===== src/rtl/pcfg_pkg.sv =====
package pcfg_pkg;

    localparam int WORD_W     = 32;
    localparam int HALF_W     = 16;
    localparam int GROUP_PINS = 16;

    // stored bits of the low configuration half
    localparam logic [HALF_W-1:0] CFG_KEEP_MASK = 16'h8777;
    localparam logic [HALF_W-1:0] CFG_RST_HALF  = 16'h0742;

    typedef struct packed {
        logic       lock;
        logic [2:0] func;
        logic       drive_hi;
        logic       odrain;
        logic       pfilt;
        logic       slew_slow;
        logic       pull_en;
        logic       pull_up;
    } pin_cfg_t;

    typedef enum logic [1:0] {
        ACC_IDLE,
        ACC_PIN,
        ACC_BCAST,
        ACC_VOID
    } acc_kind_e;

    function automatic pin_cfg_t cfg_from_half(logic [HALF_W-1:0] h);
        pin_cfg_t c;
        c.pull_up   = h[0];
        c.pull_en   = h[1];
        c.slew_slow = h[2];
        c.pfilt     = h[4];
        c.odrain    = h[5];
        c.drive_hi  = h[6];
        c.func      = h[10:8];
        c.lock      = h[15];
        return c;
    endfunction

    function automatic logic [HALF_W-1:0] cfg_to_half(pin_cfg_t c);
        logic [HALF_W-1:0] h;
        h        = '0;
        h[0]     = c.pull_up;
        h[1]     = c.pull_en;
        h[2]     = c.slew_slow;
        h[4]     = c.pfilt;
        h[5]     = c.odrain;
        h[6]     = c.drive_hi;
        h[10:8]  = c.func;
        h[15]    = c.lock;
        return h;
    endfunction

    function automatic logic [HALF_W-1:0] lane_mask(logic [1:0] be_lo);
        return {{8{be_lo[1]}}, {8{be_lo[0]}}};
    endfunction

endpackage


===== src/rtl/pcfg_decode.sv =====
module pcfg_decode
    import pcfg_pkg::*;
#(
    parameter int NPINS  = 32,
    parameter int ADDR_W = 8
) (
    input  logic                 clk,
    input  logic                 rst,
    input  logic                 req_valid,
    input  logic                 req_write,
    input  logic [ADDR_W-1:0]    req_addr,
    input  logic [3:0]           req_be,
    input  logic [HALF_W-1:0]    bc_enables,
    output logic [NPINS-1:0]     pin_dir_we,
    output logic [NPINS-1:0]     pin_bc_we,
    output logic [HALF_W-1:0]    dir_mask,
    output acc_kind_e            rd_kind,
    output logic [$clog2(NPINS)-1:0] rd_idx
);
    localparam int NGROUPS = NPINS / GROUP_PINS;
    localparam int WIDX_W  = ADDR_W - 2;
    localparam int PIDX_W  = $clog2(NPINS);

    logic [WIDX_W-1:0]  word_idx;
    logic               is_pin;
    logic [NGROUPS-1:0] grp_hit;
    logic               wr_go;

    assign word_idx = req_addr[ADDR_W-1:2];
    assign is_pin   = int'(word_idx) < NPINS;
    assign wr_go    = req_valid && req_write;
    assign dir_mask = lane_mask(req_be[1:0]);

    for (genvar g = 0; g < NGROUPS; g++) begin : g_grp
        assign grp_hit[g] = wr_go && (req_be == 4'hF) &&
                            (int'(word_idx) == NPINS + g);
    end

    for (genvar p = 0; p < NPINS; p++) begin : g_pin
        assign pin_dir_we[p] = wr_go && (int'(word_idx) == p);
        assign pin_bc_we[p]  = grp_hit[p / GROUP_PINS] && bc_enables[p % GROUP_PINS];
    end

    always_comb begin
        rd_kind = ACC_IDLE;
        if (req_valid && !req_write) begin
            if (is_pin)                                  rd_kind = ACC_PIN;
            else if (int'(word_idx) < NPINS + NGROUPS)   rd_kind = ACC_BCAST;
            else                                         rd_kind = ACC_VOID;
        end
    end

    assign rd_idx = word_idx[PIDX_W-1:0];

    // a direct write reaches at most one register
    a_r2_single_target: assert property (@(posedge clk) disable iff (rst)
        $onehot0(pin_dir_we));

    // no register is written by an access outside the pin range
    a_r9_void_no_write: assert property (@(posedge clk) disable iff (rst)
        (req_valid && !is_pin) |-> (pin_dir_we == '0));

endmodule


===== src/rtl/pcfg_pin_reg.sv =====
module pcfg_pin_reg
    import pcfg_pkg::*;
(
    input  logic              clk,
    input  logic              rst,
    input  logic              dir_we,
    input  logic [HALF_W-1:0] dir_mask,
    input  logic [HALF_W-1:0] dir_data,
    input  logic              bc_we,
    input  logic [HALF_W-1:0] bc_data,
    output pin_cfg_t          cfg
);
    pin_cfg_t          cfg_q;
    pin_cfg_t          cfg_d;
    logic [HALF_W-1:0] cur_half;
    logic [HALF_W-1:0] merged;

    assign cur_half = cfg_to_half(cfg_q);
    assign merged   = (cur_half & ~dir_mask) | (dir_data & dir_mask);

    always_comb begin
        cfg_d = cfg_q;
        if (!cfg_q.lock) begin
            if (dir_we)     cfg_d = cfg_from_half(merged);
            else if (bc_we) cfg_d = cfg_from_half(bc_data);
        end
    end

    always_ff @(posedge clk) begin
        if (rst) cfg_q <= cfg_from_half(CFG_RST_HALF);
        else     cfg_q <= cfg_d;
    end

    assign cfg = cfg_q;

    // a locked register holds its value against any write
    a_r3_locked_frozen: assert property (@(posedge clk) disable iff (rst)
        cfg_q.lock |=> $stable(cfg_q));

    // the lock never falls while out of reset
    a_r4_lock_sticky: assert property (@(posedge clk) disable iff (rst)
        cfg_q.lock |=> cfg_q.lock);

endmodule


===== src/rtl/pcfg_read_port.sv =====
module pcfg_read_port
    import pcfg_pkg::*;
#(
    parameter int NPINS = 32
) (
    input  logic                     clk,
    input  logic                     rst,
    input  logic                     req_valid,
    input  acc_kind_e                rd_kind,
    input  logic [$clog2(NPINS)-1:0] rd_idx,
    input  pin_cfg_t [NPINS-1:0]     cfg_vec,
    output logic                     resp_valid,
    output logic [WORD_W-1:0]        resp_rdata
);
    logic [WORD_W-1:0] rd_word;

    always_comb begin
        rd_word = '0;
        if (rd_kind == ACC_PIN)
            rd_word[HALF_W-1:0] = cfg_to_half(cfg_vec[rd_idx]);
    end

    always_ff @(posedge clk) begin
        if (rst) begin
            resp_valid <= 1'b0;
            resp_rdata <= '0;
        end else begin
            resp_valid <= req_valid;
            resp_rdata <= rd_word;
        end
    end

endmodule


===== src/rtl/pinmux_cfg_bank.sv =====
module pinmux_cfg_bank
    import pcfg_pkg::*;
#(
    parameter int NPINS  = 32,
    parameter int ADDR_W = 8
) (
    input  logic                 clk,
    input  logic                 rst,
    input  logic                 req_valid,
    input  logic                 req_write,
    input  logic [ADDR_W-1:0]    req_addr,
    input  logic [31:0]          req_wdata,
    input  logic [3:0]           req_be,
    output logic                 resp_valid,
    output logic [31:0]          resp_rdata,
    output logic [NPINS-1:0]     pull_up,
    output logic [NPINS-1:0]     pull_en,
    output logic [NPINS-1:0]     slew_slow,
    output logic [NPINS-1:0]     pfilt_en,
    output logic [NPINS-1:0]     odrain_en,
    output logic [NPINS-1:0]     drive_hi,
    output logic [3*NPINS-1:0]   func_sel,
    output logic [NPINS-1:0]     cfg_locked
);
    localparam int PIDX_W = $clog2(NPINS);

    logic [NPINS-1:0]    pin_dir_we;
    logic [NPINS-1:0]    pin_bc_we;
    logic [HALF_W-1:0]   dir_mask;
    acc_kind_e           rd_kind;
    logic [PIDX_W-1:0]   rd_idx;
    pin_cfg_t [NPINS-1:0] cfg_vec;

    pcfg_decode #(.NPINS(NPINS), .ADDR_W(ADDR_W)) u_decode (
        .clk        (clk),
        .rst        (rst),
        .req_valid  (req_valid),
        .req_write  (req_write),
        .req_addr   (req_addr),
        .req_be     (req_be),
        .bc_enables (req_wdata[31:16]),
        .pin_dir_we (pin_dir_we),
        .pin_bc_we  (pin_bc_we),
        .dir_mask   (dir_mask),
        .rd_kind    (rd_kind),
        .rd_idx     (rd_idx)
    );

    for (genvar p = 0; p < NPINS; p++) begin : g_pin
        pcfg_pin_reg u_reg (
            .clk      (clk),
            .rst      (rst),
            .dir_we   (pin_dir_we[p]),
            .dir_mask (dir_mask),
            .dir_data (req_wdata[HALF_W-1:0]),
            .bc_we    (pin_bc_we[p]),
            .bc_data  (req_wdata[HALF_W-1:0]),
            .cfg      (cfg_vec[p])
        );

        assign pull_up[p]         = cfg_vec[p].pull_up;
        assign pull_en[p]         = cfg_vec[p].pull_en;
        assign slew_slow[p]       = cfg_vec[p].slew_slow;
        assign pfilt_en[p]        = cfg_vec[p].pfilt;
        assign odrain_en[p]       = cfg_vec[p].odrain;
        assign drive_hi[p]        = cfg_vec[p].drive_hi;
        assign func_sel[3*p +: 3] = cfg_vec[p].func;
        assign cfg_locked[p]      = cfg_vec[p].lock;
    end

    pcfg_read_port #(.NPINS(NPINS)) u_read (
        .clk        (clk),
        .rst        (rst),
        .req_valid  (req_valid),
        .rd_kind    (rd_kind),
        .rd_idx     (rd_idx),
        .cfg_vec    (cfg_vec),
        .resp_valid (resp_valid),
        .resp_rdata (resp_rdata)
    );

    // one response per request, one cycle later
    a_r10_resp_follows: assert property (@(posedge clk) disable iff (rst)
        req_valid |=> resp_valid);
    a_r10_no_spurious: assert property (@(posedge clk) disable iff (rst)
        !req_valid |=> !resp_valid);

    // unstored bits never appear in read data
    a_r2_reserved_zero: assert property (@(posedge clk) disable iff (rst)
        resp_valid |-> ((resp_rdata & ~{16'h0, CFG_KEEP_MASK}) == 32'h0));

    // reads beyond the pin registers return zero
    a_r9_high_reads_zero: assert property (@(posedge clk) disable iff (rst)
        (req_valid && !req_write && (int'(req_addr[ADDR_W-1:2]) >= NPINS))
        |=> (resp_rdata == 32'h0));

endmodule


===== config.mk =====
export PLATFORM = sky130hd
export DESIGN_NAME = pinmux_cfg_bank
export DESIGN_NICKNAME = d
export VERILOG_FILES = /design/src/rtl/pcfg_pkg.sv /design/src/rtl/pcfg_decode.sv /design/src/rtl/pcfg_pin_reg.sv /design/src/rtl/pcfg_read_port.sv /design/src/rtl/pinmux_cfg_bank.sv
export SDC_FILE = /design/constraint.sdc
export NUM_CORES = 1
export LEC_CHECK = 0
export ABC_AREA = 0
export BUFFER_PORTS_ARGS = -buffer_cell sky130_fd_sc_hd__buf_2
export CAP_MARGIN = 20
export CORE_ASPECT_RATIO = 1.5
export CORE_MARGIN = 2
export CORE_UTILIZATION = 60
export CTS_BUF_LIST = sky130_fd_sc_hd__clkbuf_8
export DETAILED_ROUTE_END_ITERATION = 8
export PLACE_DENSITY = 0.95
export SETUP_SLACK_MARGIN = 0.3
export SYNTH_ARGS = -nofsm -noshare
export SYNTH_HDL_FRONTEND = slang
export SYNTH_SLANG_ARGS = --single-unit

===== constraint.sdc =====
create_clock -name clk -period 3.67 [get_ports clk]
set_input_delay 0.367 -clock clk [delete_from_list [all_inputs] [get_ports clk]]
set_output_delay 0.367 -clock clk [all_outputs]
set_load 0.005 [all_outputs]

==> flow_summary.rst, run 1 <==
.. list-table::
   :header-rows: 1

   * - Metric
     - Value
   * - Pin slew with the least headroom to its limit
     - 1.30 ns
   * - Total chip power
     - between 7 and 8 mW
   * - Area growth syn-to-layout
     - 18.3%
   * - Cell depth of the worst min-delay path
     - 2
   * - Flop and latch count out of synthesis
     - about 330
   * - Max-cap viol count
     - 0
   * - Later-pin clock latency in the skew report
     - slightly above 0.6 ns
   * - Highest fanout seen on the critical path
     - 24
   * - TritonCTS buffer count
     - between 40 and 50
   * - Proportion of power drawn by combinational gates
     - 0.077
   * - Highest Clock Rate
     - roughly 390 MHz
   * - Setup-violating endpoint count in the final report
     - 0
   * - GR Layer Usage met2
     - 0.688
   * - Routed Wire Length
     - 62,400 um
   * - Type of origin of the critical path
     - input pin
   * - Area share of the largest cell type after synthesis
     - 0.413
   * - Via count normalized by instance count
     - between 6 and 7
   * - Weighted congestion reported at the end of routability-driven placement
     - between 1 and 1.5
   * - Post-detailed-route count of antenna-violating nets
     - 0
   * - Total internal power
     - roughly 5.3 mW
   * - Hold_ws
     - between 0.09 and 0.1 ns
   * - Final Hold Fails
     - 0
   * - Post-route non-filler standard cell count
     - 2,354
   * - Worst hold-check path type
     - in2reg
   * - Via count of the first global-routing pass
     - roughly 16,000
   * - Depth of the worst register-to-register path
     - 4
   * - Number of antenna violations at the first check in global routing
     - 6
   * - Number of instances in the synthesized netlist
     - approximately 1,600
   * - Asr flop ratio synth
     - 0
   * - Number of post-CTS setup repair buffers
     - 0
   * - Register area share after synthesis
     - 0.413
   * - CTS Hold Bufs
     - 0
   * - Pin count of the biggest net entering global routing
     - 96
   * - Clock share of power
     - 0.420
   * - Met1 Use GR
     - 0.473
   * - Endpoint type of the worst setup path
     - flop
   * - Flop pwr share
     - 0.504
   * - Effective utilization at floorplan
     - 0.609
   * - YS warnings
     - 0
   * - Status
     - finished clean
   * - Share of cells above drive strength 1
     - 0.292
   * - Total power density per cell area
     - 376 nW/um^2
   * - Die area
     - approximately 28,000 sq um
   * - Maximum count of clock buffers along a single path
     - 3
   * - CTS root buffer
     - sky130_fd_sc_hd__clkbuf_8
   * - Final design utilization
     - 0.720
   * - Average wire per cell in the routed design
     - 26.5 um
   * - Clock net sink count
     - roughly 330
   * - Leakage power figure
     - about 7.9 nW
   * - Total iterations of the first detailed-routing run
     - 6
   * - Vertical die dimension
     - 204 um
   * - DRC violations left
     - 0
   * - Summed negative setup slack over all endpoints
     - 0 ns
   * - Unrepaired setup endpoints after global routing
     - no
   * - Nets@finish
     - around 2,000
   * - Switching pwr
     - 1.87 mW
   * - Max rail drop VDD
     - 324 uV
   * - Number of instances in the placed design
     - between 2,000 and 2,500
   * - Data arrival at the endpoint of the critical path
     - roughly 3.1 ns
   * - Clock skew
     - around 0.026 ns
   * - Mapped Avg Cell Area
     - ~10 sq um
   * - Number of enable-type register cells in the synthesized netlist
     - 0
   * - Library cell occupying the most area in the post-synthesis netlist
     - sky130_fd_sc_hd__dfxtp_1
   * - CTS tree
     - built
   * - Post-cts repair resize count
     - 0
   * - Max transition margin
     - 0.135
   * - Final critical path time including I/O delays and setup
     - approximately 2.6 ns
   * - Type of the setup path with the least slack
     - in2reg
   * - Routing layer with the top usage in global route
     - met2
   * - Number of H-tree levels
     - 2
   * - Switching part of the total power
     - 0.261
   * - Number of placement rows
     - 73
   * - Clock transition at the register clock pins on the worst setup and hold paths after CTS
     - around 0.070 ns
   * - Global-route usage over all layers
     - 0.435
   * - Ratio of final minimum period to clock period
     - 0.706
   * - Total half-perimeter wirelength after legalization and detailed placement
     - around 44,000 um
   * - Critical Path RT
     - between 4 and 5 ns
   * - Via Count
     - approximately 16,000
   * - I/O pin count
     - approximately 400
   * - Cell Area, Synth
     - 16,100 sq um
   * - First-iteration detailed-routing DRC count
     - about 2,000
   * - Post-synth top flop
     - sky130_fd_sc_hd__dfxtp_1
   * - Number of distinct library cells after synthesis
     - 75
   * - Area of the core region
     - 26,400 sq um
   * - Global-route wire length before repair
     - slightly above 90,000 um
   * - Grt total ovfl
     - 0
   * - Grt met3 use
     - 0.124
   * - Die width
     - about 140 um
   * - Pins Over Slew Limit
     - 0
   * - Buffers added on ports
     - between 300 and 400
   * - Top area cells in the synthesized netlist
     - sky130_fd_sc_hd__dfxtp_1 (41%), sky130_fd_sc_hd__mux2i_1 (17%), sky130_fd_sc_hd__mux4_2 (6.3%)
-- power by group through the flow --
stage	registers [mW]	clock network (mW)	logic, mW
floorplan	3.68	0	0.339
global placement	3.68	0	0.507
detailed placement	3.69	0	0.515
CTS	3.61	3.00	0.518
global route	3.60	3.15	0.561
finish	3.61	3.00	0.548
-- logic make-up (layout without fill, tap and decap cells) --
logic type,after synthesis,count (layout),synth area share
AOI/OAI and AO/OA,297,297,0.147
DFF,331,331,0.413
other,1,29,0.000233
buffers and inverters,186,532,0.0549
and+or+nand+nor,507,507,0.151
muxes,321,321,0.235
-- Yosys cell counts (15+ instances only) --
cell                       count
sky130_fd_sc_hd__a21boi_0     23
sky130_fd_sc_hd__a21oi_1      61
sky130_fd_sc_hd__a22oi_1      24
sky130_fd_sc_hd__a31o_2       21
sky130_fd_sc_hd__buf_2        32
sky130_fd_sc_hd__buf_4        32
sky130_fd_sc_hd__clkbuf_1     82
sky130_fd_sc_hd__dfxtp_1     331
sky130_fd_sc_hd__inv_1        27
sky130_fd_sc_hd__mux2i_1     276
sky130_fd_sc_hd__mux4_2       45
sky130_fd_sc_hd__nand2_1     139
sky130_fd_sc_hd__nand3_1      23
sky130_fd_sc_hd__nand4_1      21
sky130_fd_sc_hd__nor2_1      193
sky130_fd_sc_hd__nor3_1       38
sky130_fd_sc_hd__nor3b_1      15
sky130_fd_sc_hd__o21ai_0      17
sky130_fd_sc_hd__o22ai_1      16
sky130_fd_sc_hd__o31a_1       20
-- critical path: stages --
cell and delay, ns:
sky130_fd_sc_hd__buf_2 0.14, sky130_fd_sc_hd__buf_4 0.42, sky130_fd_sc_hd__and4b_1 0.56, sky130_fd_sc_hd__a311oi_1 0.16
sky130_fd_sc_hd__a32oi_1 1.00, sky130_fd_sc_hd__nor2_1 0.16, sky130_fd_sc_hd__a31o_2 0.28
-- per-stage QoR --
stage	setup WS (ns)	area, sq um
finish	1.08	19000
global route	1.05	19000
CTS	1.27	19000
detailed placement	0.664	18000
global placement	0.781	18000
floorplan	1.57	16100
-- placed cells by master, fill, tap and decap left out, drive strengths merged, types with 6 or more instances in the layout --
master     n
a211o      6
a211oi    10
a21boi    23
a21oi     61
a22oi     24
a311o     11
a31o      22
a31oi     17
and2       7
and3      13
buf      417
clkbuf    63
conb      22
dfxtp    331
diode      7
inv       48
mux2i    276
mux4      45
nand2    139
nand2b     7
nand3     23
nand4     22
nor2     193
nor2b      8
nor3      39
nor3b     15
nor4b      7
o21a       8
o21ai     17
o221ai     9
o22ai     16
o2bb2ai   14
o31a      20
o32ai     12
-- per-layer routing --
layer,share of wire,vias up
met3,0.11,415
met5,0.00019,-
li1,-,6637
met4,0.10,2
met2,0.46,1291
met1,0.32,7557
-- area by class of cell --
type	instances	area, sq um
fillers	1845	7390
clock inverters	25	113
diodes	7	17.5
multi-input cells	1147	8640
flip-flops and latches	331	6630
well taps	337	422
inverters	27	103
repair buffers	417	2220
clock buffers	63	867
-- final timing paths --
check                           end              startpoint  slack [ns]
setup reg to reg               flop  g_pin[20].u_reg.cfg[9]        1.61
setup / recovery               flop             req_addr[6]        1.08
hold / removal    u_read.resp_valid               req_valid         0.1
hold reg to reg                flop                    flop        0.48
Power figures use the tool's default switching activity.
==> run 2, diff against run 1 <==
- ABC_AREA: 0 -> 1
- CORE_UTILIZATION: 60 -> 56
- PLACE_DENSITY: 0.95 -> 0.89
- clock period: 3.67 -> 2.65 ns (I/O delays scaled with it)
==> flow_summary.rst, run 2 <==
.. list-table::
   :header-rows: 1

   * - Metric
     - Value
   * - Average wire per cell in the routed design
     - about 20 um
   * - Number of post-CTS setup repair buffers
     - 0
   * - Pin slew with the least headroom to its limit
     - 1.03 ns
   * - Most numerous cell types in the synthesized netlist
     - sky130_fd_sc_hd__nand2_1 (897), sky130_fd_sc_hd__nor2_1 (393), sky130_fd_sc_hd__dfxtp_1 (331), sky130_fd_sc_hd__nand3_1 (281), sky130_fd_sc_hd__inv_1 (200)
   * - Cell with the largest stage delay on the worst path
     - sky130_fd_sc_hd__dlygate4sd3_1
   * - Number of instances in the synthesized netlist
     - about 2,600
   * - Area growth syn-to-layout
     - 18.9%
   * - Most repeated library cell on the critical path
     - sky130_fd_sc_hd__nand2_1
   * - Clock transition at the register clock pins on the worst setup and hold paths after CTS
     - ~0.07 ns
   * - Effective utilization at floorplan
     - 0.571
   * - Number of filler cells placed in the layout
     - ~2,600
   * - Data arrival at the endpoint of the critical path
     - about 2.6 ns
   * - Maximum count of clock buffers along a single path
     - 3
   * - YS warnings
     - 0
   * - Number of H-tree levels
     - 2
   * - Weighted congestion reported at the end of routability-driven placement
     - ~0.96
   * - Status
     - finished clean
   * - Mapped Avg Cell Area
     - 6.39 sq um
   * - Max transition margin
     - 0.316
   * - Number of placement rows
     - just under 80
   * - DRC violations left
     - 0
   * - I/O pin count
     - between 400 and 500
   * - Setup-violating endpoint count in the final report
     - 0
   * - Highest Clock Rate
     - ~470 MHz
   * - Flop and latch count out of synthesis
     - roughly 330
   * - Buffers added on ports
     - 370
   * - Grt total ovfl
     - 0
   * - Routed Wire Length
     - 66,800 um
   * - Pin count of the biggest net entering global routing
     - 91
   * - Area of the core region
     - between 20,000 and 30,000 sq um
   * - Cell Area, Synth
     - between 15,000 and 20,000 sq um
   * - Register area share after synthesis
     - 0.392
   * - Asr flop ratio synth
     - 0
   * - TritonCTS buffer count
     - 50
   * - Clock skew
     - approximately 0.020 ns
   * - Pre-CTS setup slack
     - about 0.19 ns
   * - Max rail drop VDD
     - 408 uV
   * - Max-cap viol count
     - 0
   * - Worst hold-check path type
     - in2reg
   * - Critical Path RT
     - ~3.1 ns
   * - Type of origin of the critical path
     - input pin
   * - Library cell occupying the most area in the post-synthesis netlist
     - sky130_fd_sc_hd__dfxtp_1
   * - First-iteration detailed-routing DRC count
     - 1,932
   * - Global-route wire length before repair
     - between 90,000 and 100,000 um
   * - CTS tree
     - built
   * - Clock net sink count
     - 331
   * - Critical Path, Cell by Cell
     - dlygate4sd3_1 > buf_2 > nand2_1 > nor3_4 > buf_4 > nand2_1 > nand2_1 > nand3_2 > nand2_1 > nand3_1
   * - Share of cells above drive strength 1
     - 0.188
   * - Post-cts repair resize count
     - 0
   * - Most frequent cell after synthesis
     - sky130_fd_sc_hd__nand2_1
   * - Die area
     - ~32,000 sq um
   * - Type of the setup path with the least slack
     - in2reg
   * - Unrepaired setup endpoints after global routing
     - no
   * - CTS Hold Bufs
     - 2
   * - Highest-count cells in the layout ignoring fill and taps
     - sky130_fd_sc_hd__nand2_1 (897), sky130_fd_sc_hd__nor2_1 (392), sky130_fd_sc_hd__buf_2 (370)
   * - Total half-perimeter wirelength after legalization and detailed placement
     - 47,800 um
   * - Total power density per cell area
     - ~500 nW/um^2
   * - Nets@finish
     - around 3,000
   * - Min setup slack post-route
     - 0.506 ns
   * - Vertical die dimension
     - between 200 and 250 um
   * - Final Hold Fails
     - 0
   * - Ratio of final minimum period to clock period
     - 0.809
   * - Post-detailed-route count of antenna-violating nets
     - 0
   * - Via count of the first global-routing pass
     - around 18,000
   * - Total iterations of the first detailed-routing run
     - 5
   * - Worst stage delay on the critical path
     - roughly 0.52 ns
   * - Die width
     - 146 um
   * - Number of enable-type register cells in the synthesized netlist
     - 0
   * - Most common library cell in the layout ignoring fill and taps
     - sky130_fd_sc_hd__nand2_1
   * - Via Count
     - approximately 20,000
   * - Top area cells in the synthesized netlist
     - sky130_fd_sc_hd__dfxtp_1 (39%), sky130_fd_sc_hd__nand2_1 (20%), sky130_fd_sc_hd__nor2_1 (8.7%)
   * - Highest fanout seen on the critical path
     - 10
   * - Pins Over Slew Limit
     - 0
   * - CTS root buffer
     - sky130_fd_sc_hd__clkbuf_8
   * - Endpoint type of the worst setup path
     - flop
   * - Number of antenna violations at the first check in global routing
     - 4
   * - Post-synth top flop
     - sky130_fd_sc_hd__dfxtp_1
   * - Via count normalized by instance count
     - ~5.8
   * - Leakage power figure
     - ~11 nW
   * - Summed negative setup slack over all endpoints
     - 0 ns
   * - Number of distinct library cells after synthesis
     - 27
   * - Later-pin clock latency in the skew report
     - ~0.63 ns
   * - Global-route usage over all layers
     - 0.406
   * - Final critical path time including I/O delays and setup
     - approximately 2.1 ns
   * - Area share of the largest cell type after synthesis
     - 0.392
[run 2: cell count changes in the layout (fill, tap and decap cells not counted), moves of 23 or more]
cell | before | now
sky130_fd_sc_hd__a21boi_0 | 23 | 0
sky130_fd_sc_hd__mux2i_1 | 276 | 0
sky130_fd_sc_hd__nand3_1 | 23 | 281
sky130_fd_sc_hd__nor2_1 | 190 | 392
sky130_fd_sc_hd__nand2_1 | 139 | 897
sky130_fd_sc_hd__clkinv_1 | 0 | 37
sky130_fd_sc_hd__nand2_2 | 0 | 31
sky130_fd_sc_hd__inv_1 | 46 | 218
sky130_fd_sc_hd__mux4_2 | 45 | 0
sky130_fd_sc_hd__nor3_1 | 38 | 0
sky130_fd_sc_hd__nand4_1 | 21 | 180
[run 2: where the power goes]
part / leakage (nW) / switching (mW) / internal (mW)
sequential: 2.67 / 0.0195 / 5.00
combinational: 7.64 / 0.628 / 0.183
clock: 0.596 / 2.13 / 2.24
total: 10.9 / 2.78 / 7.42
[run 2: metal layers]
layer | routed length (um) | global-route usage
met4 | 6780 | 0.355
met3 | 7480 | 0.0816
met1 | 22400 | 0.455
met5 | 25 | 0
met2 | 30100 | 0.656
[run 2: cells by family (layout without fill, tap and decap cells)]
group | after synthesis | after routing | share of synthesized area
AO/OA/AOI/OAI | 95 | 95 | 0.0311
AND/OR/NAND/NOR | 1830 | 1830 | 0.483
buffers and inverters | 388 | 748 | 0.0934
flip-flops | 331 | 331 | 0.392
other | 1 | 24 | 0.000222
[run 2: final cells by class]
| cell class | instances | area, sq um | area share |
|---|---|---|---|
| Antenna cell | 2 | 5.00 | 0.000249 |
| Clock buffer | 63 | 867 | 0.0431 |
| Clock inverter | 27 | 145 | 0.00722 |
| Inverter | 244 | 923 | 0.0459 |
| Multi-Input combinational cell | 1947 | 8790 | 0.437 |
| Sequential cell | 331 | 6630 | 0.330 |
| Tap cell | 395 | 494 | 0.0246 |
| Timing Repair Buffer | 414 | 2250 | 0.112 |
[run 2: path summary, 6_finish.rpt]
kind | slack (ns) | from | end | cells after the start
setup / recovery | 0.51 | req_valid | flop | 10
hold / removal | 0.10 | req_addr[6] | u_read.resp_rdata[8] | 4
setup reg to reg | 1.15 | g_pin[14].u_reg.cfg[9] | u_read.resp_rdata[15] | 8
hold reg to reg | 0.48 | flop | flop | 2
[run 2: metrics by stage]
stage          hold WS, ns  power, mW   util  instances  cell area (sq um)
2_1_floorplan        0.337       5.58      -       2666              17000
3_3_place_gp         0.462       5.89  0.644       3329              19100
3_5_place_dp         0.463       5.90  0.644       3329              19100
4_1_cts             0.0963       10.1  0.679       3421              20100
5_1_grt              0.154       10.4  0.679       3423              20100
6_report             0.103       10.2  0.679       3423              20100
[run 2: worst max-delay path: cells and delay by family]
kind,cells,cell delay [ns]
and+or+nand+nor,7,1.50
buffers and inverters,3,0.86
